$ cat src/rtl/cmp_route_pkg.sv
package cmp_route_pkg;

    localparam int NUM_CMP   = 2;
    localparam int MODE_W    = 3;
    localparam int POS_W     = 2;
    localparam int RES_W     = 1 << (POS_W + 1);
    localparam int CFG_W     = 6;
    localparam int REG_W     = CFG_W + NUM_CMP;
    localparam int ANA_PINS  = 4;
    localparam int PORT_PINS = 5;
    localparam int OVR_BASE  = 3;

    typedef enum logic [MODE_W-1:0] {
        M_RESET   = 3'b000,
        M_MUX3    = 3'b001,
        M_MUX4REF = 3'b010,
        M_COMMON  = 3'b011,
        M_INDEP   = 3'b100,
        M_SINGLE  = 3'b101,
        M_COMOUT  = 3'b110,
        M_OFF     = 3'b111
    } cmp_mode_e;

    typedef enum logic [POS_W-1:0] {
        POS_PIN3 = 2'b00,
        POS_PIN2 = 2'b01,
        POS_VREF = 2'b10
    } pos_sel_e;

    typedef struct packed {
        logic      inv2;
        logic      inv1;
        logic      sw;
        cmp_mode_e mode;
    } cfg_t;

    typedef struct packed {
        logic [NUM_CMP-1:0]  en;
        logic [NUM_CMP-1:0]  neg;
        pos_sel_e            pos2;
        pos_sel_e            pos1;
        logic                vref;
        logic                route;
        logic [ANA_PINS-1:0] analog;
    } route_t;

    function automatic logic [POS_W:0] pair_index(input pos_sel_e p, input logic n);
        return {p, n};
    endfunction

endpackage

$ cat src/rtl/cmp_ctrl_reg.sv
module cmp_ctrl_reg
    import cmp_route_pkg::*;
(
    input  logic                clk,
    input  logic                rst,
    input  logic                wr_en,
    input  logic [REG_W-1:0]    wr_data,
    output cfg_t                cfg
);
    logic unused_ro_bits;
    assign unused_ro_bits = ^wr_data[REG_W-1:CFG_W];

    always_ff @(posedge clk) begin
        if (rst)
            cfg <= '0;
        else if (wr_en)
            cfg <= cfg_t'(wr_data[CFG_W-1:0]);
    end

    // only the low field is captured
    p_wr_lowbits_r2: assert property (@(posedge clk) disable iff (rst)
        wr_en |=> (cfg == cfg_t'($past(wr_data[CFG_W-1:0]))));
    p_hold_r2: assert property (@(posedge clk) disable iff (rst)
        !wr_en |=> $stable(cfg));
endmodule

$ cat src/rtl/cmp_mode_dec.sv
module cmp_mode_dec
    import cmp_route_pkg::*;
(
    input  logic      clk,
    input  logic      rst,
    input  cmp_mode_e mode,
    input  logic      sw,
    output route_t    rt
);
    always_comb begin
        rt        = '0;
        rt.pos1   = POS_PIN3;
        rt.pos2   = POS_PIN3;
        unique case (mode)
            M_RESET: begin
                rt.analog = 4'b1111;
            end
            M_MUX3: begin
                rt.en     = 2'b11;
                rt.neg[0] = sw;
                rt.pos1   = POS_PIN2;
                rt.pos2   = POS_PIN2;
                rt.route  = 1'b1;
                rt.analog = 4'b1111;
            end
            M_MUX4REF: begin
                rt.en     = 2'b11;
                rt.neg    = {sw, sw};
                rt.pos1   = POS_VREF;
                rt.pos2   = POS_VREF;
                rt.vref   = 1'b1;
                rt.analog = 4'b1111;
            end
            M_COMMON: begin
                rt.en     = 2'b11;
                rt.pos1   = POS_PIN2;
                rt.pos2   = POS_PIN2;
                rt.analog = 4'b0111;
            end
            M_INDEP: begin
                rt.en     = 2'b11;
                rt.pos1   = POS_PIN3;
                rt.pos2   = POS_PIN2;
                rt.analog = 4'b1111;
            end
            M_SINGLE: begin
                rt.en     = 2'b10;
                rt.pos2   = POS_PIN2;
                rt.analog = 4'b0110;
            end
            M_COMOUT: begin
                rt.en     = 2'b11;
                rt.pos1   = POS_PIN2;
                rt.pos2   = POS_PIN2;
                rt.route  = 1'b1;
                rt.analog = 4'b0111;
            end
            default: begin
                rt.analog = 4'b0000;
            end
        endcase
    end

    // off modes power nothing down the line
    p_off_modes_r4: assert property (@(posedge clk) disable iff (rst)
        (mode == M_RESET || mode == M_OFF) |-> (rt.en == '0));
    // reference only in the four-input mode
    p_vref_only_r6: assert property (@(posedge clk) disable iff (rst)
        rt.vref |-> (mode == M_MUX4REF && rt.pos1 == POS_VREF && rt.pos2 == POS_VREF));
    // switch is not observed outside the two switched modes
    p_sw_park_r8: assert property (@(posedge clk) disable iff (rst)
        (mode != M_MUX3 && mode != M_MUX4REF) |-> (rt.neg == '0));
endmodule

$ cat src/rtl/cmp_channel.sv
module cmp_channel
    import cmp_route_pkg::*;
(
    input  logic             clk,
    input  logic             rst,
    input  logic             en,
    input  logic             inv,
    input  pos_sel_e         pos,
    input  logic             neg,
    input  logic [RES_W-1:0] res,
    output logic             out
);
    logic             picked;
    logic [POS_W:0]   idx;

    assign idx    = pair_index(pos, neg);
    assign picked = res[idx];
    assign out    = en & (picked ^ inv);

    // disabled channel stays low
    p_off_low_r4: assert property (@(posedge clk) disable iff (rst)
        !en |-> !out);
    // an unselected pairing changing alone cannot move the output
    p_sel_only_r3: assert property (@(posedge clk) disable iff (rst)
        ($stable(res[idx]) && $stable(en) && $stable(inv) && $stable(idx)) |-> $stable(out));
endmodule

$ cat src/rtl/cmp_pin_mux.sv
module cmp_pin_mux
    import cmp_route_pkg::*;
(
    input  logic                 clk,
    input  logic                 rst,
    input  logic                 route,
    input  logic [ANA_PINS-1:0]  analog,
    input  logic [NUM_CMP-1:0]   cout,
    input  logic [PORT_PINS-1:0] latch_dout,
    input  logic [ANA_PINS-1:0]  pin_in,
    output logic [PORT_PINS-1:0] pin_dout,
    output logic [ANA_PINS-1:0]  port_rd
);
    genvar gp;
    generate
        for (gp = 0; gp < PORT_PINS; gp++) begin : g_out
            if (gp >= OVR_BASE && gp < OVR_BASE + NUM_CMP) begin : g_ovr
                assign pin_dout[gp] = route ? cout[gp-OVR_BASE] : latch_dout[gp];
            end else begin : g_pass
                assign pin_dout[gp] = latch_dout[gp];
            end
        end
        for (gp = 0; gp < ANA_PINS; gp++) begin : g_rd
            assign port_rd[gp] = pin_in[gp] & ~analog[gp];
        end
    endgenerate

    // no override when routing is off
    p_pass_r9: assert property (@(posedge clk) disable iff (rst)
        !route |-> (pin_dout == latch_dout));
    // analog pins read zero
    p_mask_r10: assert property (@(posedge clk) disable iff (rst)
        ((port_rd & analog) == '0));
endmodule

$ cat src/rtl/cmp_route_ctrl.sv
module cmp_route_ctrl
    import cmp_route_pkg::*;
(
    input  logic                   clk,
    input  logic                   rst,
    input  logic                   wr_en,
    input  logic [7:0]             wr_data,
    output logic [7:0]             rd_data,
    input  logic [7:0]             res_c1,
    input  logic [7:0]             res_c2,
    output logic [1:0]             cmp_en,
    output logic [1:0]             neg_sel,
    output logic [1:0]             pos_sel_c1,
    output logic [1:0]             pos_sel_c2,
    output logic                   vref_sel,
    input  logic [4:0]             latch_dout,
    output logic [4:0]             pin_dout,
    input  logic [3:0]             pin_in,
    output logic [3:0]             port_rd
);
    cfg_t               cfg;
    route_t             rt;
    logic [NUM_CMP-1:0] cout;
    logic [NUM_CMP-1:0] inv_v;
    logic [RES_W-1:0]   res_arr [NUM_CMP];
    pos_sel_e           pos_arr [NUM_CMP];

    cmp_ctrl_reg u_reg (
        .clk     (clk),
        .rst     (rst),
        .wr_en   (wr_en),
        .wr_data (wr_data),
        .cfg     (cfg)
    );

    cmp_mode_dec u_dec (
        .clk  (clk),
        .rst  (rst),
        .mode (cfg.mode),
        .sw   (cfg.sw),
        .rt   (rt)
    );

    assign res_arr[0] = res_c1;
    assign res_arr[1] = res_c2;
    assign pos_arr[0] = rt.pos1;
    assign pos_arr[1] = rt.pos2;
    assign inv_v      = {cfg.inv2, cfg.inv1};

    genvar gc;
    generate
        for (gc = 0; gc < NUM_CMP; gc++) begin : g_ch
            cmp_channel u_ch (
                .clk (clk),
                .rst (rst),
                .en  (rt.en[gc]),
                .inv (inv_v[gc]),
                .pos (pos_arr[gc]),
                .neg (rt.neg[gc]),
                .res (res_arr[gc]),
                .out (cout[gc])
            );
        end
    endgenerate

    cmp_pin_mux u_pins (
        .clk        (clk),
        .rst        (rst),
        .route      (rt.route),
        .analog     (rt.analog),
        .cout       (cout),
        .latch_dout (latch_dout),
        .pin_in     (pin_in),
        .pin_dout   (pin_dout),
        .port_rd    (port_rd)
    );

    assign rd_data    = {cout[1], cout[0], cfg};
    assign cmp_en     = rt.en;
    assign neg_sel    = rt.neg;
    assign pos_sel_c1 = rt.pos1;
    assign pos_sel_c2 = rt.pos2;
    assign vref_sel   = rt.vref;

    // reset leaves a zero register and no active comparator
    p_reset_zero_r1: assert property (@(posedge clk)
        rst |=> (rd_data == 8'h00 && cmp_en == 2'b00));
    // off mode reads zero outputs
    p_off_read_r4: assert property (@(posedge clk) disable iff (rst)
        (rd_data[2:0] == 3'b111) |-> (rd_data[7:6] == 2'b00));
    // routed pins follow the register's output bits
    p_route_r9: assert property (@(posedge clk) disable iff (rst)
        (rd_data[2:0] == 3'b001 || rd_data[2:0] == 3'b110) |-> (pin_dout[4:3] == rd_data[7:6]));
    // reset mode reads every comparator pin as zero
    p_reset_read_r10: assert property (@(posedge clk) disable iff (rst)
        (rd_data[2:0] == 3'b000) |-> (port_rd == 4'b0000));
endmodule

$ cat config.mk
export PLATFORM = sky130hd
export DESIGN_NAME = cmp_route_ctrl
export DESIGN_NICKNAME = d
export VERILOG_FILES = /design/src/rtl/cmp_route_pkg.sv /design/src/rtl/cmp_ctrl_reg.sv /design/src/rtl/cmp_mode_dec.sv /design/src/rtl/cmp_channel.sv /design/src/rtl/cmp_pin_mux.sv /design/src/rtl/cmp_route_ctrl.sv
export SDC_FILE = /design/constraint.sdc
export NUM_CORES = 1
export LEC_CHECK = 0
export BUFFER_PORTS_ARGS = -buffer_cell sky130_fd_sc_hd__buf_2
export CAP_MARGIN = 30
export CORE_MARGIN = 5
export CORE_UTILIZATION = 38
export DETAILED_ROUTE_END_ITERATION = 10
export PLACE_DENSITY = 0.85
export RECOVER_POWER = 25
export SLEW_MARGIN = 20
export SYNTH_ARGS = -nofsm -noshare
export SYNTH_HDL_FRONTEND = slang
export SYNTH_HIERARCHICAL = 1
export SYNTH_SLANG_ARGS = --single-unit
export TNS_END_PERCENT = 50
$ cat constraint.sdc
create_clock -name clk -period 4.9 [get_ports clk]
set_input_delay 0 -clock clk [delete_from_list [all_inputs] [get_ports clk]]
set_output_delay 0 -clock clk [all_outputs]
set_load 0.05 [all_outputs]
==> results of run 1 <==
## worst min-delay path by stage
stage	end	from	cells after the start	slack, ns
after detailed placement	pin_dout[0]	latch_dout[0]	0	0.0006
after CTS	pin_dout[0]	latch_dout[0]	0	0.0006
after global routing	pin_dout[1]	latch_dout[1]	0	0.0001
after global placement	pin_dout[0]	latch_dout[0]	0	0.0006
after floorplan	u_reg/cfg[0]	rst	1	0.07
final	pin_dout[0]	latch_dout[0]	0	0.00002
## layout by cell type (no fill, tap or decap), drive strengths merged
cell type	n
a21oi	2
and2	1
and3	1
buf	53
clkbuf	3
dfxtp	6
dlygate4sd3	5
inv	1
mux2	2
mux2i	16
mux4	2
nand2	4
nand2b	6
nand3b	1
nor2	11
nor2b	4
nor3	1
o21ai	2
## kinds of logic after synthesis
family	count (synthesis)	synth area share, %
AO/OA/AOI/OAI	4	3.800
buffers and inverters	12	14.80
flip-flops	6	19.20
multiplexers	20	37.60
AND/OR/NAND/NOR	29	24.60
## worst reg2reg max path: cells and delay by family, from the launching register on
| family | cells | cell delay [ns] |
|---|---|---|
| buf+inv | 1 | 0.55 |
| flops | 1 | 0.32 |
| mux | 1 | 0.12 |
| simple gates | 1 | 0.05 |
## layer usage
metal / vias to the layer above / global-route usage, % / wire, microns
li1: 333 / - / -
met1: 284 / 14.51 / 636
met2: 36 / 23.35 / 822
met3: 6 / 2.367 / 180
met4: 0 / 10.21 / 48
met5: - / 0 / 0
## where the power goes
group          internal, mW  switching [mW]
clock                0.0276          0.0167
sequential           0.0520         0.00520
combinational        0.0356          0.0655
## timing repair
action / 4_1_cts / 5_1_grt
hold buffers: 5 / 0
endpoints found under the hold margin: 6 / 0
resized for setup: 0 / 0
## area by class of cell
class                   instances  area share, %
clock buffers                   3          2.517
inverters                       1         0.4196
multi-input cells              53          46.15
flip-flops and latches          6          13.43
well taps                      16          2.238
repair buffers                 58          35.24
## stage by stage
stage,hold slack (ns),cell area (sq um),total power [mW]
3_5_place_dp,0.0005889,822.0,0.1573
2_1_floorplan,0.07238,625.6,0.1402
3_3_place_gp,0.0005889,822.0,0.1552
4_1_cts,0.0005889,894.6,0.2066
5_1_grt,0.0001429,894.6,0.2139
6_report,0.00002199,894.6,0.2027
==> metrics.cfg, run 1 <==
[timing]
setup_viol = 0
fin_tns_setup_ns = 0
slew_margin_rel_pct = 68.20
period_minus_slack_ns = 2.544
setup_slack_ns = 2.356
timing.final.hold_violations = 0
final_count_of_pins_violating_max_slew = 0
tightest_slew_ns = 0.4753
rsz_0062_raised_after_global_routing = no
min_period_over_period_pct = 51.93
final.setup_skew_ns = 0
max_freq_mhz = 393.0

[floorplan]
core.rowCount = 14
fp.dieH_microns = 50.58
fp.dieArea_sq_mm = 0.002558
fp.dieW_microns = 50.58
core_sq_mm = 0.001541
ios = 62
start_util_pct = 40.58

[setup_path]
worst-path-max-fanout = 12
criticalPathCategory = flop to output pin
critical_path.endpoint = pin_dout[4]
critical_path.reg2reg.endpoint = u_reg/cfg[3]
crit_start = u_reg/cfg[0]
reg2reg_slack_ns = 3.74
worst_r2r_path_depth = 3
crit_path_frequent_cell = mux2i_1
timing.critical_path.to_type = output pin
timing.critical_path.required_ns = 4.90
crit_family = multiplexers
worstPathBufferInverterCount = 1
cp_slowest_stage_delay_ns = 0.50
slowest_stage = mux4_2
cp-start-kind = flop
crit_arrival_ns = 2.54
critical_path.reg2reg.startpoint = u_reg/cfg[3]
cell_by_cell_trace_of_the_critical_path = nand2b_1 > nor2_1 > mux2i_1 > mux4_2 > mux2i_1 > mux2_4 > buf_2
path_depth = 7

[clocking]
h-tree-depth = 1
cts_inserted_buffers = 3
source_to_sink_clock_delay_at_the_later_pin_of_the_worst_skew_pair_ns = 0.24
cts_tree = built
clock_sink_count = 6
path_clk_slew_ns = 0.04
clockBufferDepth = 2
postCtsSetupRepairBufs = 0
cts-root-buf = clkbuf_4

[logic_synthesis]
synth_most_common_cell = mux2i_1
mappedNetlistArea_sq_um = 625.6
ys_dominant_reg_cell = dfxtp_1
synth_seq_cells = 6
synth_commonest_cells = mux2i_1, nor2_1, buf_4, dfxtp_1, nand2b_1
synth.yosys.seq_area_share_pct = 19.20
synth.largest_area_cell = mux2i_1
yosys_warnings = 6
synth_cell_types = 19
synth_area_per_cell_sq_um = 8.811
synth_async_sr_flop_share_pct = 0
synthesis.instances = 71
post_synth_main_area_contributors = mux2i_1, dfxtp_1, buf_4
synth_enable_flop_cells = 0
yosys.area.top_type_share_pct = 25.60
synth.net_count = 107

[layout]
share_of_cells_above_drive_strength_1_pct = 52.07
final-seq-area_sq_um = 120.1
diodes = 0
areaGrowthSynthToFinish_pct = 43.00
register_containing_the_most_flip_flops_in_the_final_layout = u_reg/cfg
final_cells = 137
multiInputGateArea_sq_um = 412.9
final.fill_count = 146
finalCoreUtilization_pct = 58.04
max_reg_flops = 6
largest_registers = u_reg/cfg x6
final_net_count = 159

[detailed_routing]
first_pass_iters = 3
drt_drc_violations_left = 0
routed_wire_length_per_instance_microns = 12.31
ant_nets = 0
num_vias = 659
vias_per_cell = 4.810
drt_iter0_drc = 4
drt_wirelength_microns = 1687

[power]
worst_ir_drop_vdd_mv = 0.1657
power.static_leakage_nw = 0.4706
power_density_mw_per_mm2 = 226.6

[global_route]
gr-total-overflow = 0
grt_first_pass_wirelength_microns = 2732
grt_antenna_before_repair = 0
global_route_usage_over_all_layers_pct = 13.59
first_global_vias = 675
grt_start_max_net_pins = 13

[run]
drv_cap = 0

[placement]
finalWeightedCongestion = 0.7084
buffer_ports.inserted = 53
placed_cells_incl_taps = 129
place_hpwl_microns = 1422
pre_cts_slack_ns = 2.580

[outcome]
result_of_the_run = finished clean

[min_path]
worstHoldPathType = primary input to output pin

(Power assumes the default switching activity.)
==> run 2: changes to the inputs <==
- CORE_UTILIZATION: 38 -> 32
- PLACE_DENSITY: 0.85 -> 0.77
- clock period: 4.9 -> 2.2 ns (I/O delays scaled with it)
==> run 2 against run 1 <==
Against the previous run: the run now ends with setup timing left; cell count rose by 14%; clock skew did not move; core utilization fell by 2.6 points; critical path type unchanged; largest power group unchanged; highest routed layer is now met3.
==> metrics.cfg, run 2 (synthesis gave the netlist of run 1 again) <==
[outcome]
result_of_the_run = complete, but fails checks
violations = setup timing

[detailed_routing]
routed_wire_length_per_instance_microns = 11.90  ; -3.4%
vias_per_cell = 4.513  ; -6.2%
num_vias = 704  ; +6.8%
drt_drc_violations_left = 0  ; unchanged
drt_wirelength_microns = 1856  ; +10%
drt_iter0_drc = 7  ; +3
first_pass_iters = 4  ; +1
ant_nets = 0  ; unchanged

[timing]
tightest_slew_ns = 0.2976  ; -0.1777 ns
period_minus_slack_ns = 2.266
rsz_0062_raised_after_global_routing = yes
slew_margin_rel_pct = 80.03  ; +12 points
timing.final.hold_violations = 0  ; unchanged
final_count_of_pins_violating_max_slew = 0  ; unchanged
setup_viol = 2  ; +2
min_period_over_period_pct = 103.0
max_freq_mhz = 441.3
setup_slack_ns = -0.06585  ; -2.421 ns
final.setup_skew_ns = 0  ; unchanged

[placement]
finalWeightedCongestion = 0.5980  ; -16%
buffer_ports.inserted = 53  ; unchanged

[floorplan]
start_util_pct = 32.89  ; -7.7 points
ios = 62  ; unchanged
core.rowCount = 16  ; +2
fp.dieH_microns = 54.22  ; +7.2%
core_sq_mm = 0.001902  ; +23%
fp.dieW_microns = 54.22  ; +7.2%
fp.dieArea_sq_mm = 0.002939  ; +15%

[setup_path]
criticalPathCategory = flop to output pin
crit_arrival_ns = 2.27  ; -0.27 ns
worstPathBufferInverterCount = 1  ; unchanged
worst-path-max-fanout = 6  ; -6
crit_family = multiplexers
timing.critical_path.to_type = output pin
cell_by_cell_trace_of_the_critical_path = nand2b_4 > a21oi_4 > mux2i_1 > mux4_2 > mux2i_4 > mux2_4 > buf_8
cp-start-kind = flop
slowest_stage = mux4_2
timing.critical_path.required_ns = 2.20  ; -2.70 ns
cp_slowest_stage_delay_ns = 0.52  ; +0.02 ns

[power]
worst_ir_drop_vdd_mv = 0.2153  ; +30%
design_power_total_uw = 501.1  ; +150%
power_density_mw_per_mm2 = 475.6  ; +110%
power.static_leakage_nw = 0.5181  ; +10%

[global_route]
grt_first_pass_wirelength_microns = 2822  ; +3.3%
grt_start_max_net_pins = 8  ; -5
gr-total-overflow = 0  ; unchanged
grt_antenna_before_repair = 0  ; unchanged
first_global_vias = 682  ; +1.0%
global_route_usage_over_all_layers_pct = 13.27  ; -0.33 points

[run]
drv_cap = 0  ; unchanged

[clocking]
cts-root-buf = clkbuf_4
source_to_sink_clock_delay_at_the_later_pin_of_the_worst_skew_pair_ns = 0.24  ; about the same
cts_inserted_buffers = 3  ; unchanged
cts_tree = built
clockBufferDepth = 2  ; unchanged
path_clk_slew_ns = 0.05  ; about the same
clock_sink_count = 6  ; unchanged
h-tree-depth = 1  ; unchanged

[min_path]
worstHoldPathType = primary input to output pin

[layout]
register_containing_the_most_flip_flops_in_the_final_layout = u_reg/cfg
areaGrowthSynthToFinish_pct = 68.40
max_reg_flops = 6  ; unchanged
share_of_cells_above_drive_strength_1_pct = 62.79  ; +11 points
finalCoreUtilization_pct = 55.39  ; -2.6 points
largest_registers = u_reg/cfg x6
diodes = 0  ; unchanged
final_net_count = 166  ; +4.4%
layout.cells.most_common = buf_2
most-common-layout-cells = buf_2, mux2i_1, nor2_1

run 2: cell count changes in the layout (fill, tap and decap cells not counted), sizes merged:
cell	change
buf	+6
clkbuf	+2
run 2: path summary, 6_finish.rpt:
kind                            slack (ns)  depth (start not counted)     startpoint           end
worst max register to register        0.89                          4   u_reg/cfg[2]  u_reg/cfg[2]
worst max-delay path                 -0.07                          7   u_reg/cfg[0]   pin_dout[3]
worst min-delay path                0.0003                          0  latch_dout[0]   pin_dout[0]
worst min register to register        0.54                          2   u_reg/cfg[4]  u_reg/cfg[4]
run 2: repair_timing:
action / 4_1_cts / 5_1_grt
setup endpoints to repair: 2 / 2
hold buffers: 5 / 0
setup buffers: 7 / 0
resized for setup: 5 / 0
hold endpoints to repair: 5 / 0
pin swaps: 1 / 0
run 2: worst reg2reg max path, cell delays in order (launching register included):
cell,delay [ns]
dfxtp_4,0.35
buf_4,0.14
mux2i_1,0.12
nor2_1,0.05
dlygate4sd3_1,0.55
run 2: final cells by class:
class                           instances  area (sq um)
Fill cell                             180         848.3
Multi-Input combinational cell         53         480.5
Timing Repair Buffer                   65         376.6
Sequential cell                         6         132.6
Tap cell                               27         33.78
Clock buffer                            4         26.28
Inverter                                1         3.754
run 2: layer usage:
metal	part of all wire, %	routed length [microns]	global-route usage, %
met3	12	231	4.905
met4	0	0	4.979
met5	0	0	0
met1	36	668	12.21
met2	52	956	25.90
run 2: where the power goes:
group          internal, mW  switching [mW]
sequential            0.115         0.00919
combinational         0.103           0.163
clock                0.0688          0.0417
total                 0.287           0.214
run 2: through the flow:
| step | area (sq um) | cells | hold slack, ns | TNS [ns] | worst slack, ns |
|---|---|---|---|---|---|
| 3_3_place_gp | 905.9 | 140 | 0.0003992 | 0 | 0.1430 |
| 6_report | 1054 | 156 | 0.0003180 | -0.1252 | -0.06585 |
| 5_1_grt | 1054 | 156 | 0.0003436 | -0.3001 | -0.1622 |
| 3_5_place_dp | 905.9 | 140 | 0.0003992 | 0 | 0.09018 |
| 2_1_floorplan | 704.4 | 71 | 0.06270 | -1.018 | -0.4424 |
| 4_1_cts | 1055 | 156 | 0.0003992 | -0.1542 | -0.08129 |
==> run 3: changes to the inputs <==
- ABC_AREA: default -> 1
- CORE_UTILIZATION: 32 -> 37
- PLACE_DENSITY: 0.77 -> 0.79
- clock period: 2.2 -> 2.5 ns (I/O delays scaled with it)
==> run 3 against run 2 <==
Against the previous run: the run now ends clean; sequential share of layout area down 0.63 points; cell area down 3.7%; non-clock buffer count down 12; clock skew unchanged; worst setup slack better by 0.54 ns; critical path depth up 3; cell count up 39%; sequential power down 8%; critical path type unchanged; highest routed layer is now met4.
==> metrics.cfg, run 3 <==
[power]
share_comb_of_total_power_pct = 55.0  ; +1.8 points
worst_ir_drop_vdd_mv = 0.2777  ; +29%
power.static_leakage_nw = 0.6781  ; +31%
power_report.internal_total_uw = 227.9  ; -21%
clkPwrFrac_pct = 19.7  ; -2.3 points
power_density_mw_per_mm2 = 442.9  ; -6.9%
power.net_switching_uw = 221.6  ; +3.4%
power.switching_fraction_pct = 49.30  ; +6.5 points
seq_power_share_pct = 25.4  ; +0.7 points

[clocking]
clock_sink_count = 6  ; unchanged
cts-hold-fix-buffers = 0  ; -5
clockBufferDepth = 2  ; unchanged
cts_tree = built
path_clk_slew_ns = 0.04  ; about the same
h-tree-depth = 1  ; unchanged
cts_inserted_buffers = 3  ; unchanged
postCtsSetupRepairBufs = 0  ; -7
source_to_sink_clock_delay_at_the_later_pin_of_the_worst_skew_pair_ns = 0.24  ; about the same
cts-root-buf = clkbuf_4
post_cts.resized_instances = 0  ; -5

[layout]
areaGrowthSynthToFinish_pct = 40.07
layout.cells.most_common = buf_2
most-common-layout-cells = buf_2, nand2_1, inv_1
final_cells = 217  ; +39%
register_containing_the_most_flip_flops_in_the_final_layout = u_reg/cfg
largest_registers = u_reg/cfg x6
final_net_count = 228  ; +37%
max_reg_flops = 6  ; unchanged
share_of_cells_above_drive_strength_1_pct = 36.84  ; -26 points
final.fill_count = 227  ; +26%
diodes = 0  ; unchanged

[logic_synthesis]
yosys_warnings = 6  ; unchanged
yosys.area.top_type_share_pct = 23.32  ; -2.3 points
synth.largest_area_cell = nand2_1
synth.net_count = 178  ; +66%
synth_enable_flop_cells = 0  ; unchanged
post_synth_main_area_contributors = nand2_1, inv_1, dfxtp_1
synth_async_sr_flop_share_pct = 0  ; unchanged
synth_area_per_cell_sq_um = 5.102  ; -42%
synth_cell_types = 15  ; -4
synth_commonest_cells = nand2_1, inv_1, nor2_1
synth.yosys.seq_area_share_pct = 16.58  ; -2.6 points
synth_seq_cells = 6  ; unchanged
mappedNetlistArea_sq_um = 724.4  ; +16%
synthesis.instances = 142  ; +100%
synth_most_common_cell = nand2_1
ys_dominant_reg_cell = dfxtp_1

[timing]
setup_viol = 0  ; -2
fin_tns_setup_ns = 0  ; +0.1252 ns
min_period_over_period_pct = 81.05
final_count_of_pins_violating_max_slew = 0  ; unchanged
slew_margin_rel_pct = 76.91  ; -3.1 points
setup_slack_ns = 0.4738  ; +0.5397 ns
final.setup_skew_ns = 0  ; unchanged
period_minus_slack_ns = 2.026
tightest_slew_ns = 0.3427  ; +0.04508 ns
rsz_0062_raised_after_global_routing = no
timing.final.hold_violations = 0  ; unchanged
max_freq_mhz = 493.5

[min_path]
timing.hold.worst_path_depth = 0  ; unchanged
worst_hold_path.endpoint = pin_dout[2]
worstHoldPathType = primary input to output pin
worstHoldStart = latch_dout[2]

[setup_path]
worst-path-max-fanout = 9  ; +3
critical_path.reg2reg.startpoint = u_reg/cfg[1]
crit_path_frequent_cell = nand2_1
worstPathBufferInverterCount = 2  ; +1
path_depth = 10  ; +3
worst_r2r_path_depth = 2  ; -2
timing.critical_path.required_ns = 2.50  ; +0.30 ns
cell_by_cell_trace_of_the_critical_path = nand3_1 > nand2_1 > clkinvlp_4 > nand3b_1 > nand3_2 > a21oi_1 > nor2_4 > nand2_1 > nand2_1 > buf_2
cp-start-kind = flop
timing.critical_path.to_type = output pin
slowest_stage = dfxtp_1
cp_slowest_stage_delay_ns = 0.46  ; -0.06 ns
reg2reg_slack_ns = 1.81  ; +0.92 ns
criticalPathCategory = flop to output pin
critical_path.reg2reg.endpoint = u_reg/cfg[1]
crit_family = simple AND/OR/NAND/NOR gates
crit_arrival_ns = 2.03  ; -0.24 ns

[floorplan]
ios = 62  ; unchanged
core.rowCount = 16  ; unchanged
core_sq_mm = 0.001922  ; +1.1%
fp.dieArea_sq_mm = 0.002943  ; +0.13%
fp.dieW_microns = 54.25  ; about the same
fp.dieH_microns = 54.25  ; about the same
start_util_pct = 37.70  ; +4.8 points

[global_route]
global_route_usage_over_all_layers_pct = 11.43  ; -1.8 points
grt_start_max_net_pins = 13  ; +5
grt_first_pass_wirelength_microns = 2463  ; -13%
grt_antenna_before_repair = 0  ; unchanged
gr-total-overflow = 0  ; unchanged
first_global_vias = 654  ; -4.1%

[placement]
placed_cells_incl_taps = 214  ; +53%
buffer_ports.inserted = 53  ; unchanged
pre_cts_slack_ns = 0.7974  ; +0.7072 ns
finalWeightedCongestion = 0.7288  ; +22%
place_hpwl_microns = 1497

[detailed_routing]
drt_iter0_drc = 3  ; -4
vias_per_cell = 4.092  ; -9.3%
first_pass_iters = 4  ; unchanged
ant_nets = 0  ; unchanged
drt_drc_violations_left = 0  ; unchanged
num_vias = 888  ; +26%
routed_wire_length_per_instance_microns = 7.816  ; -34%
drt_wirelength_microns = 1696  ; -8.6%

[outcome]
result_of_the_run = finished clean

[run]
drv_cap = 0  ; unchanged

run 3: cell type report:
class | count | area (sq um) | share of cell area [%]
Clock buffer | 3 | 22.52 | 2.219
Inverter | 37 | 142.6 | 14.06
Multi-Input combinational cell | 91 | 429.2 | 42.29
Sequential cell | 6 | 121.4 | 11.96
Tap cell | 27 | 33.78 | 3.329
Timing Repair Buffer | 53 | 265.3 | 26.14
run 3: cell families (layout without fill, tap and decap cells):
logic type | count (synthesis) | in the layout | synth area share (%)
buf+inv | 45 | 93 | 27.63
compound gates | 4 | 4 | 2.763
flops | 6 | 6 | 16.58
simple gates | 87 | 87 | 53.02
run 3: power groups by stage:
stage	Sequential [mW]	Clock [mW]	Combinational [mW]
after floorplan	0.136	0	0.186
after global placement	0.116	0	0.248
after detailed placement	0.116	0	0.250
after CTS	0.115	0.0926	0.250
after global routing	0.116	0.0979	0.268
final	0.114	0.0884	0.247
run 3: through the flow:
step | hold slack (ns) | power, mW | area, sq um | util, %
2_1_floorplan | 0.1475 | 0.3223 | 757.0 | -
3_5_place_dp | 0.0003409 | 0.3659 | 994.7 | 51.76
3_3_place_gp | 0.0003409 | 0.3647 | 994.7 | 51.76
5_1_grt | 0.00007183 | 0.4822 | 1015 | 52.80
4_1_cts | 0.0003409 | 0.4571 | 1017 | 52.93
6_report | 0.00002195 | 0.4494 | 1015 | 52.80
run 3: worst max-delay path by stage:
stage / startpoint / endpoint / slack (ns)
6_report: u_reg/cfg[1] / pin_dout[4] / 0.47
5_1_grt: u_reg/cfg[1] / pin_dout[4] / 0.26
4_1_cts: u_reg/cfg[0] / pin_dout[4] / 0.53
3_5_place_dp: u_reg/cfg[0] / pin_dout[4] / 0.80
3_3_place_gp: u_reg/cfg[0] / pin_dout[4] / 0.82
2_1_floorplan: u_reg/cfg[3] / pin_dout[4] / 0.04
run 3: per-layer routing:
layer	routed length (microns)	GRT usage (%)	up-vias
met2	842	19.32	27
met4	28	7.469	0
li1	-	-	501
met5	0	0	-
met3	144	1.362	3
met1	681	13.44	357
run 3: worst reg2reg max path: cells and delay by family, from the launching register on:
family,cells,cell delay [ns]
DFF,1,0.46
and+or+nand+nor,2,0.17
